===== config.mk =====
export PLATFORM = sky130hd
export DESIGN_NAME = trig_detect
export DESIGN_NICKNAME = d
export VERILOG_FILES = /design/src/rtl/trig_pkg.sv /design/src/rtl/trig_level_clamp.sv /design/src/rtl/trig_cross_det.sv /design/src/rtl/trig_prescale.sv /design/src/rtl/trig_pulse_hold.sv /design/src/rtl/trig_detect.sv
export SDC_FILE = /design/constraint.sdc
export NUM_CORES = 1
export LEC_CHECK = 0
export ABC_AREA = 1
export BUFFER_PORTS_ARGS = -buffer_cell sky130_fd_sc_hd__buf_4
export CORE_AREA = 4 4 77 79
export CTS_CLUSTER_DIAMETER = 50
export DETAILED_ROUTE_END_ITERATION = 8
export DIE_AREA = 0 0 81 83
export PLACE_DENSITY = 0.66
export REMOVE_ABC_BUFFERS = 1
export SLEW_MARGIN = 20
export SYNTH_ARGS = -nofsm -noshare
export SYNTH_HDL_FRONTEND = slang
export SYNTH_HIERARCHICAL = 1
export SYNTH_SLANG_ARGS = --single-unit
export TNS_END_PERCENT = 1

===== constraint.sdc =====
create_clock -name clk -period 1.4 [get_ports clk]
set_input_delay 0.28 -clock clk [delete_from_list [all_inputs] [get_ports clk]]
set_output_delay 0.28 -clock clk [all_outputs]
set_load 0.03 [all_outputs]

===== src/rtl/trig_pkg.sv =====
package trig_pkg;
  typedef enum logic [1:0] {
    MODE_EDGE = 2'd0,
    MODE_WIN  = 2'd1,
    MODE_HR   = 2'd2
  } trig_mode_e;
endpackage


===== src/rtl/trig_level_clamp.sv =====
module trig_level_clamp #(
  parameter int DW = 8
) (
  input  logic signed [DW-1:0] req_level,
  output logic signed [DW-1:0] eff_level,
  output logic                 out_of_band
);
  localparam int LIM = ((2 ** (DW - 1)) * 6) / 10;
  localparam logic signed [DW-1:0] POS_LIM = DW'(LIM);
  localparam logic signed [DW-1:0] NEG_LIM = -POS_LIM;

  logic too_high;
  logic too_low;

  always_comb begin
    too_high = req_level > POS_LIM;
    too_low  = req_level < NEG_LIM;
    out_of_band = too_high | too_low;
    if (too_high)     eff_level = POS_LIM;
    else if (too_low) eff_level = NEG_LIM;
    else              eff_level = req_level;
  end
endmodule


===== src/rtl/trig_cross_det.sv =====
module trig_cross_det #(
  parameter int DW = 8
) (
  input  logic                 clk,
  input  logic                 rst_n,
  input  logic                 clr,
  input  logic                 valid,
  input  logic signed [DW-1:0] data,
  input  logic signed [DW-1:0] level,
  input  logic signed [DW-1:0] lo,
  input  logic signed [DW-1:0] hi,
  output logic                 rise,
  output logic                 fall,
  output logic                 enter,
  output logic                 leave,
  output logic                 have_prev
);
  logic signed [DW-1:0] prev_q, prev_d;
  logic                 ok_q, ok_d;
  logic                 cmp_ok;
  logic                 prev_ge, cur_ge;
  logic                 prev_in, cur_in;

  always_comb begin
    prev_d = prev_q;
    ok_d   = ok_q;
    if (clr) begin
      ok_d = 1'b0;
    end else if (valid) begin
      prev_d = data;
      ok_d   = 1'b1;
    end
  end

  always_ff @(posedge clk or negedge rst_n) begin
    if (!rst_n) begin
      prev_q <= '0;
      ok_q   <= 1'b0;
    end else begin
      prev_q <= prev_d;
      ok_q   <= ok_d;
    end
  end

  always_comb begin
    cmp_ok  = valid & ok_q;
    prev_ge = prev_q >= level;
    cur_ge  = data >= level;
    prev_in = (prev_q >= lo) && (prev_q <= hi);
    cur_in  = (data >= lo) && (data <= hi);
    rise    = cmp_ok & ~prev_ge & cur_ge;
    fall    = cmp_ok & prev_ge & ~cur_ge;
    enter   = cmp_ok & ~prev_in & cur_in;
    leave   = cmp_ok & prev_in & ~cur_in;
  end

  assign have_prev = ok_q;
endmodule


===== src/rtl/trig_prescale.sv =====
module trig_prescale #(
  parameter int DIV = 4
) (
  input  logic clk,
  input  logic rst_n,
  input  logic clr,
  input  logic evt,
  output logic fire
);
  localparam int CW = (DIV > 1) ? $clog2(DIV) : 1;
  localparam logic [CW-1:0] LAST = CW'(DIV - 1);

  logic [CW-1:0] cnt_q, cnt_d;

  always_comb begin
    fire  = evt && (cnt_q == LAST);
    cnt_d = cnt_q;
    if (clr)       cnt_d = '0;
    else if (fire) cnt_d = '0;
    else if (evt)  cnt_d = cnt_q + 1'b1;
  end

  always_ff @(posedge clk or negedge rst_n) begin
    if (!rst_n) cnt_q <= '0;
    else        cnt_q <= cnt_d;
  end
endmodule


===== src/rtl/trig_pulse_hold.sv =====
module trig_pulse_hold #(
  parameter int HW = 4
) (
  input  logic          clk,
  input  logic          rst_n,
  input  logic          fire,
  input  logic [HW-1:0] len,
  output logic          busy
);
  logic [HW-1:0] cnt_q, cnt_d;

  always_comb begin
    cnt_d = cnt_q;
    if (fire) begin
      cnt_d = (len == '0) ? HW'(1) : len;
    end else if (cnt_q != '0) begin
      cnt_d = cnt_q - 1'b1;
    end
  end

  always_ff @(posedge clk or negedge rst_n) begin
    if (!rst_n) cnt_q <= '0;
    else        cnt_q <= cnt_d;
  end

  assign busy = cnt_q != '0;
endmodule


===== src/rtl/trig_detect.sv =====
module trig_detect
  import trig_pkg::*;
#(
  parameter int DW  = 8,
  parameter int HW  = 4,
  parameter int DIV = 4
) (
  input  logic                 clk,
  input  logic                 rst_n,
  input  logic                 smp_valid,
  input  logic signed [DW-1:0] smp_data,
  input  logic                 cfg_hr_en,
  input  logic                 cfg_win_en,
  input  logic                 cfg_slope,
  input  logic                 cfg_win_exit,
  input  logic signed [DW-1:0] cfg_level,
  input  logic signed [DW-1:0] cfg_lo,
  input  logic signed [DW-1:0] cfg_hi,
  input  logic                 cfg_stretch,
  input  logic [HW-1:0]        cfg_hold,
  output logic                 trig_out,
  output logic                 level_err
);
  logic [1:0]           rst_sync_q;
  logic                 rst_i_n;
  trig_mode_e           mode_d, mode_q;
  logic                 mode_chg;
  logic signed [DW-1:0] lvl_eff;
  logic                 rise_raw, fall_raw, enter_raw, leave_raw, prev_ok;
  logic                 busy;
  logic                 gate;
  logic                 edge_evt, win_evt, hr_evt, hr_fire;
  logic                 fire;
  logic [HW-1:0]        hold_len;

  always_ff @(posedge clk or negedge rst_n) begin
    if (!rst_n) rst_sync_q <= 2'b00;
    else        rst_sync_q <= {rst_sync_q[0], 1'b1};
  end
  assign rst_i_n = rst_sync_q[1];

  always_comb begin
    if (cfg_hr_en)       mode_d = MODE_HR;
    else if (cfg_win_en) mode_d = MODE_WIN;
    else                 mode_d = MODE_EDGE;
  end

  always_ff @(posedge clk or negedge rst_i_n) begin
    if (!rst_i_n) mode_q <= MODE_EDGE;
    else          mode_q <= mode_d;
  end
  assign mode_chg = mode_d != mode_q;

  trig_level_clamp #(.DW(DW)) u_clamp (
    .req_level   (cfg_level),
    .eff_level   (lvl_eff),
    .out_of_band (level_err)
  );

  trig_cross_det #(.DW(DW)) u_cross (
    .clk       (clk),
    .rst_n     (rst_i_n),
    .clr       (mode_chg),
    .valid     (smp_valid),
    .data      (smp_data),
    .level     (lvl_eff),
    .lo        (cfg_lo),
    .hi        (cfg_hi),
    .rise      (rise_raw),
    .fall      (fall_raw),
    .enter     (enter_raw),
    .leave     (leave_raw),
    .have_prev (prev_ok)
  );

  always_comb begin
    gate     = ~(cfg_stretch & busy) & ~mode_chg;
    edge_evt = (cfg_slope | cfg_stretch) ? rise_raw : fall_raw;
    win_evt  = cfg_win_exit ? leave_raw : enter_raw;
    hr_evt   = rise_raw & gate & (mode_d == MODE_HR);
  end

  trig_prescale #(.DIV(DIV)) u_div (
    .clk   (clk),
    .rst_n (rst_i_n),
    .clr   (mode_chg),
    .evt   (hr_evt),
    .fire  (hr_fire)
  );

  always_comb begin
    unique case (mode_d)
      MODE_WIN: fire = win_evt & gate;
      MODE_HR:  fire = hr_fire;
      default:  fire = edge_evt & gate;
    endcase
    hold_len = cfg_stretch ? cfg_hold : HW'(1);
  end

  trig_pulse_hold #(.HW(HW)) u_hold (
    .clk   (clk),
    .rst_n (rst_i_n),
    .fire  (fire),
    .len   (hold_len),
    .busy  (busy)
  );

  assign trig_out = busy;
endmodule


==> summary by stage, run 1 <==
Power and ir drop
The maximum ir drop on the vdd rail is 0.000616 V. Overall power consumption after layout is estimated at approximately 3.3 mW. The cell leakage power is about 2.1 nW. For this design the ratio of total power to cell area is a little over 900 nW/um2.

Floorplan
After floorplanning, the core was sized to cover ~5300 um2. The number of I/O pins is 46. In this run the vertical extent of the chip is ~83 um. The standard-cell row count is 27. The die outline area is ~6700 um2. The horizontal die dimension is approximately 80 um. The effective utilization at floorplan is between 40% and 50%.

GRT
The number of global-route vias before repair is approximately 2,600. The total congestion overflow after global routing is 0. The pin count of the biggest net entering global routing is 18.

The global-route wire length before repair is 10,700 um. The total global routing track utilization is a little under 20%. The initial antenna violation count came to 0.

Flow run
The max-capacitance violation count is 0.

Critical path
The kind of capture point of the worst setup path is a flop. The cell with the largest stage delay on the worst path is ha_4. The startpoint type of the worst setup path is an input pin. In this run the worst setup path begins at cfg_level[4].

STA puts the critical path data required time at around 1600 ps. Counting stages on the worst path, the most repeated cell is nand2_1. Along the worst path, the maximum fanout reaches 5. The data arrival time of the critical path is roughly 2800 ps.

Measured in cells, the most critical reg-to-reg path has a length of 20. The reg-to-reg critical path startpoint is u_cross/prev_q[7]$_DFFE_PN0P_. In this design, the stage delay of the slowest critical-path cell is ~300 ps. The critical path class is in2reg.

Placement
The count of port buffers added during placement is 45. The wire-length estimate of the detail-placed layout is 5330 um. The routability congestion estimate is 0.835.

Min path
The number of cells on the worst hold path is 1. The startpoint of the worst hold path is cfg_hr_en. In this run the worst hold path is classified as in2reg.

Layout
The layout has around 500 filler cells. The top cell types in the final layout, fill and taps aside, are 98 x nand2_1, 91 x buf_4, 67 x inv_1. The final layout net count is 570. The diode insertion count for antenna repair is 0.

The library cell used most frequently in the layout, excluding fill and tap cells, is nand2_1. Cells with a size suffix above 1 make up 34.7% of the layout. The area overhead of the layout relative to synthesis is 44.0%.

Clocking
The number of levels in the clock H-tree is 1. The total clock sinks is 19. TritonCTS built the clock tree.

In this run, CTS created clock tree buffers numbering 3. The longest clock path from root to sink contains 2 buffers. In this run the clock root is driven by a clkbuf_8. The source-to-sink clock delay at the later pin of the worst-skew pair is roughly 250 ps. The clock slew seen by the registers of the worst setup and hold paths is approximately 70 ps.

Route
For this run, the detailed router's first-pass iteration total came to 4. In this run the remaining antenna-violating nets after routing total 0. The total number of vias is approximately 2,600. The initial DRC count is 62. The post-detailed-routing wire length is approximately 6300 um. After detailed routing, the average wire length per cell comes to between 10 and 15 um.

The detailed-route DRC error count is 0. The number of vias per cell is ~4.7.

STA
The final period demand of the worst path is between 2000 and 3000 ps. The worst-case hold slack is 170 ps. The worst path setup slack after routing is -1280 ps. The number of failing setup endpoints in the final timing report is 15. Static timing analysis puts the maximum clock frequency at approximately 0.37 GHz. Setup repair after global routing could not meet its margin everywhere. The number of hold violations in the final report is 0.

Clock skew on the completed layout was measured at between 1 and 1.5 ps. Of the available clock period, the critical path in the final layout requires 191%. The number of max-slew violations in the final report is 0.

Synthesis
The post-synthesis cell count is 370. The area of the mapped netlist is roughly 2500 um2. Yosys printed 6 warnings.

Sequential cells were found to cover 19.0% of the synthesized design area. Synthesis instantiated 26 different standard cells from the library. The average instance in the mapped netlist occupies 6.76 um2. The flip-flop and latch count after synthesis is 19.

Status
The run finished, with violations left. The final reports fail on setup timing.
==> synthesized netlist by cell type <==
cell,instances,area (um2)
a21o_1,1,7.51
a21oi_1,21,105
a21oi_2,1,8.76
buf_6,1,11.3
conb_1,1,3.75
dfrtp_1,19,475
ha_1,52,651
inv_1,72,270
inv_2,4,15.0
mux2_4,7,105
nand2_1,104,390
nand2_2,8,50.1
nand3_1,15,75.1
nand3_2,1,10.0
nand3b_1,1,7.51
nand4_1,9,56.3
nor2_1,32,120
nor2_2,4,25.0
nor2_4,2,22.5
nor4_1,1,6.26
o211ai_1,1,7.51
o21a_1,1,7.51
o21ai_0,6,30.0
o21ai_1,3,15.0
or2_1,1,6.26
xnor2_1,2,17.5
==> critical path, delay by kind of cell <==
family,cells,cell delay [ps]
simple gates,17,1240
compound gates,4,450
fa+ha+maj,2,440
buf+inv,5,420
==> worst paths after layout <==
check	slack, ps	to
worst max-delay path	-1280	u_hold/cnt_q[0]$_DFFE_PN0P_
worst min-delay path	170	mode_q[1]$_DFF_PN0_
worst max register to register	-970	u_hold/cnt_q[0]$_DFFE_PN0P_
worst min register to register	200	u_cross/prev_q[5]$_DFFE_PN0P_
max in group asynchronous	940	rst_sync_q[1]$_DFF_PN0_
min in group asynchronous	200	u_cross/prev_q[5]$_DFFE_PN0P_
==> routing by layer <==
metal	part of all wire (%)	wire, um	track usage [%]
met1	44	2770	23.5
met2	51	3230	35.8
met3	2.5	159	1.41
met4	2.2	140	7.22
met5	0	0	0
==> timing repair <==
item	in CTS	in global routing
resized for setup	22	30
pin swaps	21	24
setup buffers	0	1
cloned	0	0
endpoints found under the hold margin	2	0
endpoints found under the setup margin	15	16
hold buffers	1	0
==> per-stage QoR <==
step	cell area, um2	setup TNS (ps)	utilization [%]	instances	setup slack, ps
final	3600	-7640	67.5	545	-1280
after global routing	3600	-9340	67.5	545	-1520
after CTS	3470	-8630	65.1	544	-1450
after detailed placement	3330	-11820	62.3	539	-1890
after global placement	3330	-10940	62.3	539	-1760
after floorplan	2490	-8670	-	369	-1550
==> report_power, final <==
group	switching (mW)	total, mW	internal [mW]	leakage (nW)
Clock	0.177	0.380	0.202	0.0228
Combinational	1.04	2.15	1.11	1.82
Sequential	0.138	0.816	0.678	0.233
==> final cells by class <==
cell class / count / area [um2] / area share [%]
flip-flops and latches: 19 / 475 / 13.2
multi-input cells: 274 / 1910 / 53.0
clock buffers: 4 / 45.0 / 1.25
well taps: 72 / 90.1 / 2.50
inverters: 76 / 290 / 8.06
repair buffers: 100 / 792 / 22.0
==> state kept, by name, summed over array words and instances, names as in the netlist <==
signal / flops
u_cross/have_prev: 1
mode_q: 2
rst_sync_q: 2
u_cross/prev_q: 8
u_div/cnt_q: 2
u_hold/cnt_q: 4
==> logic make-up (layout without fill, tap and decap cells) <==
logic type | count (synthesis) | count (layout) | share of synthesized area, %
AND/OR/NAND/NOR | 178 | 178 | 30.8
buffers and inverters | 77 | 180 | 11.9
adder cells (fa/ha/maj) | 52 | 52 | 26.0
AO/OA/AOI/OAI | 34 | 34 | 7.26
flip-flops | 19 | 19 | 19.0
multiplexers | 7 | 7 | 4.20
XOR/XNOR | 2 | 2 | 0.701
other | 1 | 1 | 0.150
No activity file was read; power rests on OpenSTA's default activity.
==> run 2: changes to the inputs <==
CORE_AREA = 4 4 81 75   (was 4 4 77 79)
DIE_AREA = 0 0 85 79   (was 0 0 81 83)
PLACE_DENSITY = 0.69   (was 0.66)
clock period = 2.35 ns   (was 1.4 ns; I/O delays follow)
==> summary by stage, run 2 (synthesis results as in run 1) <==
Status
The flow ran to the end, but the final reports show violations. The final reports fail on setup timing.

Floorplan
The horizontal die dimension is 85 um (+4.9%). The core area is 5220 um2 (-2.1%). The number of I/O pins was 46 (unchanged). The effective utilization at floorplan is 47.9% (+1.0 points). The vertical die dimension is 79 um (-4.8%). The standard-cell row count is 25 (-7.4%). The die outline area is 6720 um2 (-0.12%).

GRT
The pin count of the biggest net entering global routing is 18 (unchanged). The total congestion overflow after global routing is 0 (unchanged). The number of global-route vias before repair is 2,523 (-4.5%). The initial antenna violation count came to 0 (unchanged). The global-route wire length before repair came to 10,900 um (+1.4%). The total global routing track utilization is 19.7% (+0.091 points).

STA
The worst path setup slack after routing is -568 ps (+712 ps). The number of max-slew violations in the final report was 0 (unchanged). At the pin with the least slew margin, the transition time is between 700 and 800 ps. The headroom to the max-slew limit is a little over half. The routed design could run at a clock period as short as about 2900 ps. The post-route setup TNS was -2670 ps (+4970 ps). In the finished design, the share of the clock period the worst path needs comes to 124%. The final setup skew is 8.87 ps (+7.64 ps). Derived from the worst setup path, the maximum achievable clock frequency is around 0.34 GHz. Setup repair after global routing could not meet its margin everywhere. The number of failing setup endpoints in the final timing report is 6 (-9). The number of hold violations in the final report is 0 (unchanged).

Layout
The final layout net count is 555 (-2.6%). The share of cells above drive strength 1 is 33.8% (-0.83 points). Leaving out fill and tap cells, the most frequent cells in the layout are 92 x nand2_1, 78 x buf_4, 67 x inv_1. The diode insertion count for antenna repair is 0 (unchanged).

The most common cell after layout, fill and taps aside is nand2_1. The register with the most flip-flops in the final layout is u_cross/prev_q. The flip-flop count of the largest register, all copies and words added is 8 (unchanged). The filler-free cell count of the finished design is 525 (-3.7%). The area overhead of the layout relative to synthesis is 40.0%.

The final cell area excluding filler cells is 3500 um2 (-2.8%). The largest registers in the layout are u_cross/prev_q: 8 flops, u_hold/cnt_q: 4 flops. The utilization of the core after routing is 67.0% (-0.45 points).

Clocking
The root buffer selected by CTS is clkbuf_8. The total CTS buffers is 3 (unchanged). The number of levels in the clock H-tree is 1 (unchanged). TritonCTS built the clock tree. The clock slew seen by the registers of the worst setup and hold paths is 80 ps (about the same).

The source-to-sink clock delay at the later pin of the worst-skew pair is 260 ps (about the same). The maximum number of buffers from clock root to sink is 2 (unchanged). The total clock sinks is 19 (unchanged).

Min path
The worst min-delay path category is reg2async.

Critical path
The worst stage delay on the critical path is 280 ps (-20 ps). By startpoint and endpoint, the worst setup path is classified as in2reg. The kind of capture point of the worst setup path is a flop.

The cell with the largest stage delay on the worst path is ha_4. The critical path's most frequent cell is nand2_1. The data arrival time of the critical path is 3120 ps (+290 ps). The critical path data required time is 2550 ps (+1000 ps).

The cell depth of the worst flop-to-flop path is 16 (-20%). The startpoint type of the worst setup path is an input pin. The peak fanout along the critical path is 5 (unchanged).

Power and ir drop
The fraction of power spent switching nets is 43.0% (+2.4 points). The cell-internal power is 1.07 mW (-46%). The power density over cell area was 538 nW/um2 (-42%). The sequential cell fraction of total power is 26.8% (+2.4 points). The maximum ir drop on the vdd rail is 0.000392 V (-36%). The part of the total power dissipated in the clock network came to 12.4% (+1.1 points). The cell leakage power is 2.01 nW (-3.0%). The relative contribution of combinational cells to total power came to 60.7% (-3.6 points).

The net switching power of the design is 0.809 mW (-40%).

Route
The average routed wire per standard cell was 12.4 um (+7.0%). The post-detailed-routing wire length is 6500 um (+3.0%). The final antenna-violating net count is 0 (unchanged). The number of vias per cell is 4.81 (+2.0%).

The initial DRC count came to 125 (+100%). The total number of vias is 2,523 (-1.8%). The first-pass iteration count of the detailed router was 4 (unchanged).

The detailed-route DRC error count was 0 (unchanged).

Flow run
The max-capacitance violation count is 0 (unchanged).

Placement
The routability congestion estimate was 0.852 (+2.0%). The detailed placer's ending HPWL is 5100 um (-4.4%). The number of placed instances, taps included is 519 (-3.7%). The area after detailed placement is 3200 um2 (-3.9%).

The count of port buffers added during placement is 45 (unchanged).
[run 2: changes by cell type in the layout (fill, tap and decap cells not counted), moves of 2 or more]
cell,previous run,this run
buf_4,91,78
nand2_1,98,92
nand2_2,13,18
nand3_1,14,12
nand3_2,2,4
nor2_1,26,28
nor2_2,9,7
[run 2: cell type report]
cell class / count / area, um2
clock inverter: 1 / 5.00
tap: 67 / 83.8
fill: 452 / 1720
multi-input combinational: 274 / 1940
sequential: 19 / 475
timing repair buffer: 85 / 663
clock buffer: 3 / 41.3
inverter: 76 / 293
[run 2: final timing paths]
kind                                               startpoint                            end  slack [ps]
worst max-delay path                             cfg_level[5]    u_hold/cnt_q[1]$_DFFE_PN0P_        -570
worst min-delay path                  rst_sync_q[1]$_DFF_PN0_    u_hold/cnt_q[1]$_DFFE_PN0P_         290
worst max register to register  u_cross/prev_q[5]$_DFFE_PN0P_    u_hold/cnt_q[2]$_DFFE_PN0P_         -60
worst min register to register        rst_sync_q[1]$_DFF_PN0_    u_hold/cnt_q[1]$_DFFE_PN0P_         290
max in group asynchronous             rst_sync_q[1]$_DFF_PN0_  u_cross/prev_q[5]$_DFFE_PN0P_        1610
min in group clk                      rst_sync_q[0]$_DFF_PN0_        rst_sync_q[1]$_DFF_PN0_         350
[run 2: through the flow]
step / worst slack [ps] / power, mW / hold WS, ps
floorplan: -791 / 1.16 / 174
global placement: -1010 / 1.48 / 253
detailed placement: -1100 / 1.52 / 254
CTS: -562 / 1.82 / 310
global route: -859 / 2.08 / 359
finish: -568 / 1.88 / 287
[run 2: per-layer routing]
layer  part of all wire [%]  GRT usage, %
met3                    6.1          2.90
met2                     45          32.5
met1                     48          27.7
met5                      0             0
met4                   0.92          3.48
[run 2: worst max-delay path: cells and delay by family]
kind                       cells  cell delay [ps]
AOI/OAI and AO/OA              4              380
and+or+nand+nor               13             1150
buffers and inverters          7              580
adders and majority gates      2              520
[run 2: power groups by stage]
stage / registers, mW / logic (mW) / clock network, mW
6_report: 0.505 / 1.14 / 0.234
5_1_grt: 0.517 / 1.32 / 0.250
4_1_cts: 0.501 / 1.08 / 0.242
3_5_place_dp: 0.499 / 1.02 / 0
3_3_place_gp: 0.497 / 0.979 / 0
2_1_floorplan: 0.472 / 0.687 / 0
[run 2: timing repair]
action / CTS / global route
hold buffers: 1 / 0
pin swaps: 23 / 16
setup buffers: 0 / 1
endpoints found under the hold margin: 2 / 0
setup endpoints to repair: 6 / 6
gates resized for setup: 30 / 29
==> run 3: changes to the inputs <==
ABC_AREA = not set   (was 1)
CORE_AREA = 4 4 77 72   (was 4 4 81 75)
DIE_AREA = 0 0 81 76   (was 0 0 85 79)
PLACE_DENSITY = 0.7   (was 0.69)
==> summary by stage, run 3 <==
Critical path
The worst register-to-register path begins at u_cross/prev_q[5]$_DFFE_PN0P_. The number of buffers and inverters on the critical path was 2 (-5). STA classifies the critical path endpoint as a flop.

Walking the worst path, the cells encountered are buf_6 > o211a_1 > o21ai_2 > ha_4 > nor2_1 > nor2_1 > inv_1 > ha_4 > a21oi_2 > o21ai_2 > nor3_1 > a222oi_1 > nor3_1 > o21a_1 > a211o_1 > a32o_2 > a221o_1. The worst stage delay on the critical path was 330 ps (+50 ps). The critical path data required time is 2500 ps (-50 ps). For this design, the slowest cell found on the critical path is a32o_2. In this design, the largest share of critical-path delay is due to compound AO/OA/AOI/OAI gates. The critical path starts at cfg_level[2]. The peak fanout along the critical path is 8 (+3).

The data arrival time of the critical path was 3400 ps (+280 ps). The startpoint type of the worst setup path is an input pin. The critical path class is in2reg.

Clocking
The maximum number of buffers from clock root to sink was 2 (unchanged). The total CTS buffers is 3 (unchanged). The number of levels in the clock H-tree came to 1 (unchanged). The source-to-sink clock delay at the later pin of the worst-skew pair is 260 ps (about the same). The clock slew seen by the registers of the worst setup and hold paths is 80 ps (about the same). The CTS tree is built. The total clock sinks came to 19 (unchanged). The root buffer selected by CTS is clkbuf_8.

Synthesis
The sequential-to-total area share from yosys stat is 20.8% (+1.8 points). The top-area cell type share of the netlist area was 28.5% (+2.5 points). The number of warnings issued by yosys is 6 (unchanged). The biggest area consumer among synthesized cells is ha_1. The number of enable flip-flop cells after synthesis was 0 (unchanged).

The flip-flop and latch count after synthesis is 19 (unchanged). The most instantiated library cell after synthesis is ha_1. The post-synthesis cell count is 260 (-30%). For this run, the leading register cell type out of synthesis is dfrtp_1. The mean area per synthesized cell came to 8.77 um2 (+30%). The area of the mapped netlist is 2280 um2 (-8.8%). The count of distinct cell types in the synthesized netlist came to 51 (+96%).

The fraction of synthesis flops using an asynchronous set or reset pin was 100% (unchanged). In the post-synthesis netlist, the biggest area contributors are ha_1 29%, dfrtp_1 21%, inv_1 5.4%, mux2_2 3.9%, nor2_1 2.8%. By count the netlist is led by 52 x ha_1, 33 x inv_1, 19 x dfrtp_1.

Route
The average routed wire per standard cell is 14.6 um (+18%). The initial DRC count is 59 (-53%). The total number of vias is 2,249 (-11%). The post-detailed-routing wire length is 6220 um (-4.2%). The first-pass iteration count of the detailed router is 4 (unchanged). The final antenna-violating net count is 0 (unchanged). The detailed-route DRC error count is 0 (unchanged).

The number of vias per cell came to 5.29 (+10%).

Floorplan
The standard-cell row count is 24 (-4.0%). The horizontal die dimension came to 81 um (-4.7%). The vertical die dimension was 76 um (-3.8%). The core area is 4740 um2 (-9.2%). The die outline area is 6160 um2 (-8.3%).

The effective utilization at floorplan is 48.1% (+0.22 points). The number of I/O pins is 46 (unchanged).

Layout
Counting flops per register, the top entry is u_cross/prev_q. In the final layout, the registers with the most flip-flops are u_cross/prev_q: 8 flops, u_hold/cnt_q: 4 flops. The flip-flop count of the largest register, all copies and words added is 8 (unchanged). The filler-free cell count of the finished design is 425 (-19%). The top cell types in the final layout, fill and taps aside, are 96 x buf_4, 49 x ha_1, 31 x inv_1. Leaving out fill and tap cells, the most frequent cell in the layout is buf_4.

The share of cells above drive strength 1 came to 38.1% (+4.2 points). The diode insertion count for antenna repair is 0 (unchanged). Relative to the synthesized area, the layout overhead comes to 41.9%. The layout filler cell count is 410 (-9.3%). The final layout net count came to 457 (-18%).

STA
The number of hold violations in the final report is 0 (unchanged). The maximum clock rate is 0.309 GHz (-10%). The final period utilization is 138% (+14 points). The worst path setup slack after routing is -891 ps (-323 ps). The final setup skew is 4.32 ps (-4.55 ps). The number of max-slew violations in the final report is 0 (unchanged).

The post-route setup TNS came to -4640 ps (-1970 ps). The number of failing setup endpoints in the final timing report is 6 (unchanged). The final period demand of the worst path is 3240 ps (+323 ps). The transition at the pin with the smallest max-transition slack is 797 ps (+84.4 ps). Setup repair after global routing could not meet its margin everywhere.

The headroom to the max-slew limit is 46.9% (-5.6 points).

Flow run
The max-capacitance violation count is 0 (unchanged).

GRT
The initial antenna violation count came to 0 (unchanged). The number of global-route vias before repair is 2,359 (-6.5%). The global-route wire length before repair is 10,600 um (-2.2%). The total global routing track utilization is 21.4% (+1.7 points). The total congestion overflow after global routing came to 0 (unchanged). The pin count of the biggest net entering global routing is 18 (unchanged).

Power and ir drop
The maximum ir drop on the vdd rail came to 0.000317 V (-19%). The power density over cell area is 540 nW/um2 (+0.43%). The cell leakage power is 1.70 nW (-15%).

Placement
The routability congestion estimate is 0.835 (-1.9%). The count of port buffers added during placement is 45 (unchanged). The detailed placer's ending HPWL was 5240 um (+2.7%). The number of placed instances, taps included came to 418 (-19%).

Status
The run finished, with violations left. The checks that failed: setup timing.

Min path
The worst hold path belongs to the class reg2async.
[run 3: cell count changes after synthesis, moves of 9 or more]
cell	delta
nor2b_1	+9
nand3_1	-10
nor2_1	-15
nand2_1	-94
inv_1	-39
a21oi_1	-11
[run 3: timing repair]
item	in CTS	in global routing
pin swaps	23	7
setup buffers	2	0
resized for setup	18	4
hold buffers	1	0
endpoints found under the setup margin	6	6
endpoints found under the hold margin	2	0
[run 3: routing by layer]
metal | part of all wire [%] | vias up | wire (um) | global-route usage [%]
met4 | 2.3 | 0 | 145 | 6.25
li1 | - | 1135 | - | -
met1 | 44 | 1044 | 2750 | 27.5
met5 | 0 | - | 0 | 0
met2 | 49 | 56 | 3060 | 36.2
met3 | 4.3 | 14 | 267 | 3.78
[run 3: cell families after synthesis]
| family | count (synthesis) | synth area share, % |
|---|---|---|
| compound gates | 56 | 17.7 |
| xor+xnor | 1 | 0.384 |
| simple gates | 83 | 20.7 |
| mux | 12 | 5.71 |
| flops | 19 | 20.8 |
| buf+inv | 36 | 5.98 |
| other cells | 1 | 0.164 |
| fa+ha+maj | 52 | 28.5 |
[run 3: final cells by class]
cell class	count	area, um2	area share, %
clock buffers	3	41.3	1.28
clock inverters	1	5.00	0.155
well taps	65	81.3	2.51
inverters	33	124	3.83
repair buffers	99	753	23.3
flip-flops and latches	19	475	14.7
multi-input cells	205	1760	54.3
[run 3: worst register-to-register path: cells and delay by family, from the launching register on]
kind	cells	cell delay, ps
compound gates	6	1440
flops	1	470
simple gates	3	410
fa+ha+maj	1	330
mux	1	180
[run 3: final timing paths]
| check | depth (start not counted) | endpoint | slack [ps] |
|---|---|---|---|
| max | 17 | u_hold/cnt_q[3]$_DFFE_PN0P_ | -890 |
| max reg2reg | 11 | u_hold/cnt_q[3]$_DFFE_PN0P_ | -580 |
| min reg2reg | 0 | u_cross/prev_q[4]$_DFFE_PN0P_ | 330 |
| min in group clk | 0 | rst_sync_q[1]$_DFF_PN0_ | 360 |
| max in group asynchronous | 0 | u_cross/prev_q[2]$_DFFE_PN0P_ | 1520 |
| min | 0 | u_cross/prev_q[4]$_DFFE_PN0P_ | 330 |
[run 3: stage by stage]
stage / hold slack (ps) / util, % / total power, mW / setup slack [ps] / cell area [um2]
final: 329 / 68.2 / 1.75 / -891 / 3240
after global routing: 358 / 68.2 / 1.90 / -1130 / 3240
after CTS: 352 / 67.7 / 1.73 / -935 / 3210
after detailed placement: 255 / 64.7 / 1.42 / -1490 / 3070
after global placement: 253 / 64.7 / 1.39 / -1410 / 3070
after floorplan: 174 / - / 1.02 / -1070 / 2270
[run 3: where the power goes]
group | switching (mW) | internal [mW]
registers | 0.0731 | 0.400
clock network | 0.122 | 0.118
logic | 0.479 | 0.557
total | 0.673 | 1.07
